### src/rtl/wdt_pkg.sv
package wdt_pkg;

    localparam int SEL_W  = 3;
    localparam int POST_W = 7;

    typedef logic [SEL_W-1:0] sel_t;

    typedef struct packed {
        logic chip;
        logic warm;
    } pulse_t;

    // Ratio code to log2 of the post-divider ratio.
    function automatic logic [2:0] sel_to_exp(sel_t s);
        logic [2:0] e;
        if (s[2]) begin
            e = {1'b0, s[1:0]};
        end else if (s[1:0] == 2'b00) begin
            e = 3'd7;
        end else begin
            e = {1'b0, s[1:0]} + 3'd3;
        end
        return e;
    endfunction

endpackage

### src/rtl/wdt_tick_sel.sv
module wdt_tick_sel (
    input  logic osc_tick_i,
    input  logic instr_tick_i,
    input  logic src_instr_i,
    input  logic halt_mode_i,
    output logic tick_o
);
    logic instr_gated;

    // The instruction clock stops in HALT, so its ticks are dropped there.
    always_comb begin
        instr_gated = instr_tick_i & ~halt_mode_i;
        tick_o      = src_instr_i ? instr_gated : osc_tick_i;
    end
endmodule

### src/rtl/wdt_clear_seq.sv
module wdt_clear_seq (
    input  logic clk_i,
    input  logic rst_ni,
    input  logic enable_i,
    input  logic dual_i,
    input  logic flush_i,
    input  logic clr_single_i,
    input  logic clr_one_i,
    input  logic clr_two_i,
    output logic accept_o
);
    typedef struct packed {
        logic got_one;
        logic got_two;
    } pend_t;

    pend_t state_d, state_q;
    logic  seen_one, seen_two;

    always_comb begin
        state_d  = state_q;
        seen_one = state_q.got_one | clr_one_i;
        seen_two = state_q.got_two | clr_two_i;
        if (dual_i) begin
            accept_o = enable_i & seen_one & seen_two;
        end else begin
            accept_o = enable_i & clr_single_i;
        end

        if (!enable_i || !dual_i || flush_i || accept_o) begin
            state_d = '0;
        end else begin
            state_d.got_one = seen_one;
            state_d.got_two = seen_two;
        end
    end

    always_ff @(posedge clk_i or negedge rst_ni) begin
        if (!rst_ni) begin
            state_q <= '0;
        end else begin
            state_q <= state_d;
        end
    end
endmodule

### src/rtl/wdt_chain.sv
module wdt_chain #(
    parameter int PRE_W  = 8,
    parameter int POST_W = 7
) (
    input  logic              clk_i,
    input  logic              rst_ni,
    input  logic              enable_i,
    input  logic              restart_i,
    input  logic              tick_i,
    input  logic [POST_W-1:0] term_i,
    output logic              overflow_o,
    output logic [PRE_W-1:0]  pre_o,
    output logic [POST_W-1:0] post_o
);
    typedef struct packed {
        logic [PRE_W-1:0]  pre;
        logic [POST_W-1:0] post;
    } chain_t;

    chain_t         state_d, state_q;
    logic [PRE_W:0] carry;

    // Ripple carry through the fixed pre-divider stages.
    assign carry[0] = 1'b1;
    generate
        for (genvar g = 0; g < PRE_W; g++) begin : g_stage
            assign carry[g+1] = carry[g] & state_q.pre[g];
        end
    endgenerate

    always_comb begin
        state_d    = state_q;
        overflow_o = 1'b0;
        if (!enable_i || restart_i) begin
            state_d = '0;
        end else if (tick_i) begin
            state_d.pre = state_q.pre + 1'b1;
            if (carry[PRE_W]) begin
                if (state_q.post >= term_i) begin
                    overflow_o   = 1'b1;
                    state_d.post = '0;
                end else begin
                    state_d.post = state_q.post + 1'b1;
                end
            end
        end
    end

    always_ff @(posedge clk_i or negedge rst_ni) begin
        if (!rst_ni) begin
            state_q <= '0;
        end else begin
            state_q <= state_d;
        end
    end

    assign pre_o  = state_q.pre;
    assign post_o = state_q.post;
endmodule

### src/rtl/wdt_prescaled.sv
module wdt_prescaled #(
    parameter int PRE_W = 8,
    parameter int REG_W = 8
) (
    input  logic             clk_i,
    input  logic             rst_ni,
    input  logic             cfg_enable_i,
    input  logic             cfg_src_instr_i,
    input  logic             cfg_dual_clr_i,
    input  logic             osc_tick_i,
    input  logic             instr_tick_i,
    input  logic             sel_we_i,
    input  logic [REG_W-1:0] sel_wdata_i,
    input  logic             clr_single_i,
    input  logic             clr_one_i,
    input  logic             clr_two_i,
    input  logic             halt_enter_i,
    input  logic             ext_rst_i,
    input  logic             halt_mode_i,
    output logic             chip_rst_o,
    output logic             warm_rst_o
);
    import wdt_pkg::*;

    localparam int POST_W_L = wdt_pkg::POST_W;
    localparam int SEL_W_L  = wdt_pkg::SEL_W;

    typedef struct packed {
        logic [REG_W-1:0] sel;
        pulse_t           pulse;
    } top_t;

    top_t                state_d, state_q;
    logic                tick;
    logic                flush;
    logic                accept;
    logic                restart;
    logic                overflow;
    logic [2:0]          ratio_exp;
    logic [POST_W_L-1:0] term_post;
    logic [PRE_W-1:0]    chain_pre;
    logic [POST_W_L-1:0] chain_post;
    logic                unused_flag_bits;

    assign unused_flag_bits = ^state_q.sel[REG_W-1:SEL_W_L];

    wdt_tick_sel u_tick (
        .osc_tick_i   (osc_tick_i),
        .instr_tick_i (instr_tick_i),
        .src_instr_i  (cfg_src_instr_i),
        .halt_mode_i  (halt_mode_i),
        .tick_o       (tick)
    );

    assign flush = ext_rst_i | halt_enter_i;

    wdt_clear_seq u_clr (
        .clk_i        (clk_i),
        .rst_ni       (rst_ni),
        .enable_i     (cfg_enable_i),
        .dual_i       (cfg_dual_clr_i),
        .flush_i      (flush),
        .clr_single_i (clr_single_i),
        .clr_one_i    (clr_one_i),
        .clr_two_i    (clr_two_i),
        .accept_o     (accept)
    );

    assign restart = flush | accept;

    // Terminal post-divider count: ratio minus one, as a run of low ones.
    always_comb begin
        ratio_exp = sel_to_exp(state_q.sel[SEL_W_L-1:0]);
        for (int i = 0; i < POST_W_L; i++) begin
            term_post[i] = (i < int'(ratio_exp));
        end
    end

    wdt_chain #(
        .PRE_W  (PRE_W),
        .POST_W (POST_W_L)
    ) u_chain (
        .clk_i      (clk_i),
        .rst_ni     (rst_ni),
        .enable_i   (cfg_enable_i),
        .restart_i  (restart),
        .tick_i     (tick),
        .term_i     (term_post),
        .overflow_o (overflow),
        .pre_o      (chain_pre),
        .post_o     (chain_post)
    );

    always_comb begin
        state_d            = state_q;
        state_d.pulse.chip = overflow & ~halt_mode_i;
        state_d.pulse.warm = overflow & halt_mode_i;
        if (sel_we_i) begin
            state_d.sel = sel_wdata_i;
        end
    end

    always_ff @(posedge clk_i or negedge rst_ni) begin
        if (!rst_ni) begin
            state_q <= '0;
        end else begin
            state_q <= state_d;
        end
    end

    assign chip_rst_o = state_q.pulse.chip;
    assign warm_rst_o = state_q.pulse.warm;
endmodule

### config.mk
export PLATFORM = sky130hd
export DESIGN_NAME = wdt_prescaled
export DESIGN_NICKNAME = d
export VERILOG_FILES = /design/src/rtl/wdt_pkg.sv /design/src/rtl/wdt_tick_sel.sv /design/src/rtl/wdt_clear_seq.sv /design/src/rtl/wdt_chain.sv /design/src/rtl/wdt_prescaled.sv
export SDC_FILE = /design/constraint.sdc
export NUM_CORES = 1
export LEC_CHECK = 0
export ABC_AREA = 1
export BUFFER_PORTS_ARGS = -buffer_cell sky130_fd_sc_hd__buf_2
export CORE_MARGIN = 5
export CORE_UTILIZATION = 55
export DETAILED_ROUTE_END_ITERATION = 12
export GPL_TIMING_DRIVEN = 0
export MAX_ROUTING_LAYER = met4
export PLACE_DENSITY_LB_ADDON = 0.2
export SLEW_MARGIN = 25
export SYNTH_ARGS = -nofsm -noshare
export SYNTH_HDL_FRONTEND = slang
export SYNTH_SLANG_ARGS = --single-unit
### constraint.sdc
create_clock -name clk_i -period 3.6 [get_ports clk_i]
set_input_delay 0.18 -clock clk_i [delete_from_list [all_inputs] [get_ports clk_i]]
set_output_delay 0.18 -clock clk_i [all_outputs]
set_load 0.005 [all_outputs]
==> flow_metrics.tcl <==
set metrics [dict create \
    cts.path.max_buffers 2 \
    cp_data_arrival_time_ns 2.31 \
    syn_inst 187 \
    synth-seq-cells 22 \
    cts-resized-gates 0 \
    portBuffers 18 \
    routed_via_density 5.146 \
    hold_violations 0 \
    first_global_vias 1191 \
    fin_skew_ns 0.004141 \
    drtAntennaViolNets 0 \
    pwr-share-seq 0.562 \
    power_uw 449.9 \
    final_common_cell "nand2_1" \
    cap_violations 0 \
    p_clk_frac 0.301 \
    drtPass1Iterations 5 \
    clk_pin_slew_worst_paths_ns 0.12 \
    cts_setup_buffers 0 \
    timing_worst_setup_path_type "flop to flop" \
    die_y_um 61.53 \
    crit_fanout 7 \
    num_rows 18 \
    grt_pass1_wl_um 4498 \
    antennaDiodeCount 0 \
    dieArea_mm2 0.003785 \
    slew_headroom 0.6705 \
    clkSinkCount 22 \
    yosys_warnings 0 \
    grt_use_total 0.1634 \
    synth-seq-area-share 0.3770 \
    postRouteWirelength_um 2681 \
    layout_common_cells "nand2_1 (49), inv_1 (26), dfrtp_1 (22)" \
    rsz0062_at_grt "no" \
    min_path_type "primary input to flop" \
    drt-initial-drc-count 51 \
    setup_viol_count_final 0 \
    nets 244 \
    startpoint_type "flop" \
    setup_ws_ns 1.546 \
    final_core_util 0.6537 \
    fmax_ghz 0.4870 \
    min_period_ns 2.054 \
    h-tree-depth 1 \
    p_int_uw 335.9 \
    post_route_cells_drive_above_1_share 0.1810 \
    syn_area_per_cell_um2 7.808 \
    clk-insertion-delay-late_ns 0.31 \
    cts_buffers 3 \
    cts_tree "built" \
    grt-ovfl-total 0 \
    core_area_mm2 0.002500 \
    ir_worst_vdd_mv 0.2060 \
    die_w_um 61.53 \
    outcome "finished, final reports clean" \
    synth.distinct_cells 26 \
    netlist_area_mm2 0.001460 \
    dp_hpwl_um 2180 \
    cp.required_ns 3.86 \
    end_kind "flop" \
    antenna_found_initial 0 \
    wl_per_cell_um 11.17 \
    tightest_slew_ns 0.4943 \
    drv_slew 0 \
    io_pins 24 \
    num_vias 1235 \
    tns_ns 0 \
    sw_frac_of_total 0.2534 \
    place_ws_ns 1.545 \
    initial_core_util 0.5841 \
    cts_hold_buffers 1 \
    p_leak_nw 0.9212 \
    switching_power_uw 114.0 \
    cts-root-buf "clkbuf_4" \
    synth_nets 220 \
    powerDensity_mw_per_mm2 275.3 \
    drcViolationCount 0 \
    area_growth_pct 11.91 \
    finalCritPeriodShare 0.5704 \
    grt_max_degree 23 \
    place.gp.congestion 0.8505 \
    p_comb_frac 0.137 \
]
[cell families after synthesis]
group / count (synthesis) / synth area share
buffers and inverters: 32 / 0.08483
AOI/OAI and AO/OA: 16 / 0.06598
xor gates and xnor gates: 3 / 0.01800
DFF: 22 / 0.3770
and+or+nand+nor: 103 / 0.3599
adders and majority gates: 11 / 0.09426
[registers in the layout (all words and copies together), names as in the netlist]
register	flops
chip_rst_o	1
state_q	3
u_chain.post_o	7
u_chain.pre_o	8
u_clr.state_q	2
warm_rst_o	1
[worst paths after layout]
| kind | depth (start not counted) | slack (ns) | endpoint | from |
|---|---|---|---|---|
| worst min-delay path | 2 | 0.02 | chip_rst_o | halt_mode_i |
| worst max-delay path | 12 | 1.55 | u_chain.post_o[1] | state_q[2] |
| max in group asynchronous | 2 | 2.91 | u_chain.pre_o[7] | rst_ni |
| min in group asynchronous | 2 | 0.35 | state_q[4] | rst_ni |
| worst min register to register | 2 | 0.56 | u_chain.post_o[0] | u_chain.post_o[0] |
| worst max register to register | 12 | 1.55 | u_chain.post_o[1] | state_q[2] |
[layer usage]
metal  routed length [um]  vias up  GRT usage
met4                   37        0    0.05758
met3                  113        7    0.02516
met1                 1137      567     0.1753
li1                     -      639          -
met2                 1393       22     0.3004
met5                    0        -          -
[cells in the mapped netlist, drive strengths merged]
library cell	count	area share
nand2	53	0.15
buf	1	0.0051
nor3	1	0.0034
a21oi	8	0.035
clkbuf	1	0.0026
or2	1	0.0043
nand4	3	0.013
ha	11	0.094
nand3	19	0.065
xnor2	1	0.0060
o21ai	6	0.021
inv	28	0.072
xor2	2	0.012
nor2	20	0.073
clkinv	2	0.0051
nor3b	4	0.021
nand3b	2	0.027
o21bai	2	0.010
dfrtp	22	0.38
[worst max-delay path: stages (launching register included)]
cell and delay [ns]:
dfrtp_1 0.37, inv_1 0.08, ha_1 0.19, or2_2 0.30
o21ai_0 0.16, ha_1 0.26, nand2_1 0.06, nand2_1 0.04
nand2_1 0.07, nand2_1 0.08, a21oi_4 0.21, nand3_1 0.12
nand2_1 0.06
[power by group through the flow]
stage | logic [mW] | clock network [mW] | registers, mW
global route | 0.0721 | 0.151 | 0.254
global placement | 0.0583 | 0 | 0.258
CTS | 0.0629 | 0.141 | 0.253
finish | 0.0616 | 0.135 | 0.253
floorplan | 0.0390 | 0 | 0.257
detailed placement | 0.0617 | 0 | 0.258
[through the flow]
stage          area [um2]  hold WS, ns  cells
6_report             1634      0.02240    240
4_1_cts              1634     0.001246    240
3_5_place_dp         1588       0.1803    235
5_1_grt              1634     0.005505    240
3_3_place_gp         1588       0.1717    235
2_1_floorplan        1460      -0.1156    187
[final cells by class]
cell class	count	area [um2]
fillers	206	865.8
multi-input cells	133	785.8
flip-flops and latches	22	550.5
inverters	30	112.6
repair buffers	19	100.1
well taps	30	37.54
clock buffers	4	36.28
plain buffers	2	11.26
Power figures use the tool's default switching activity.
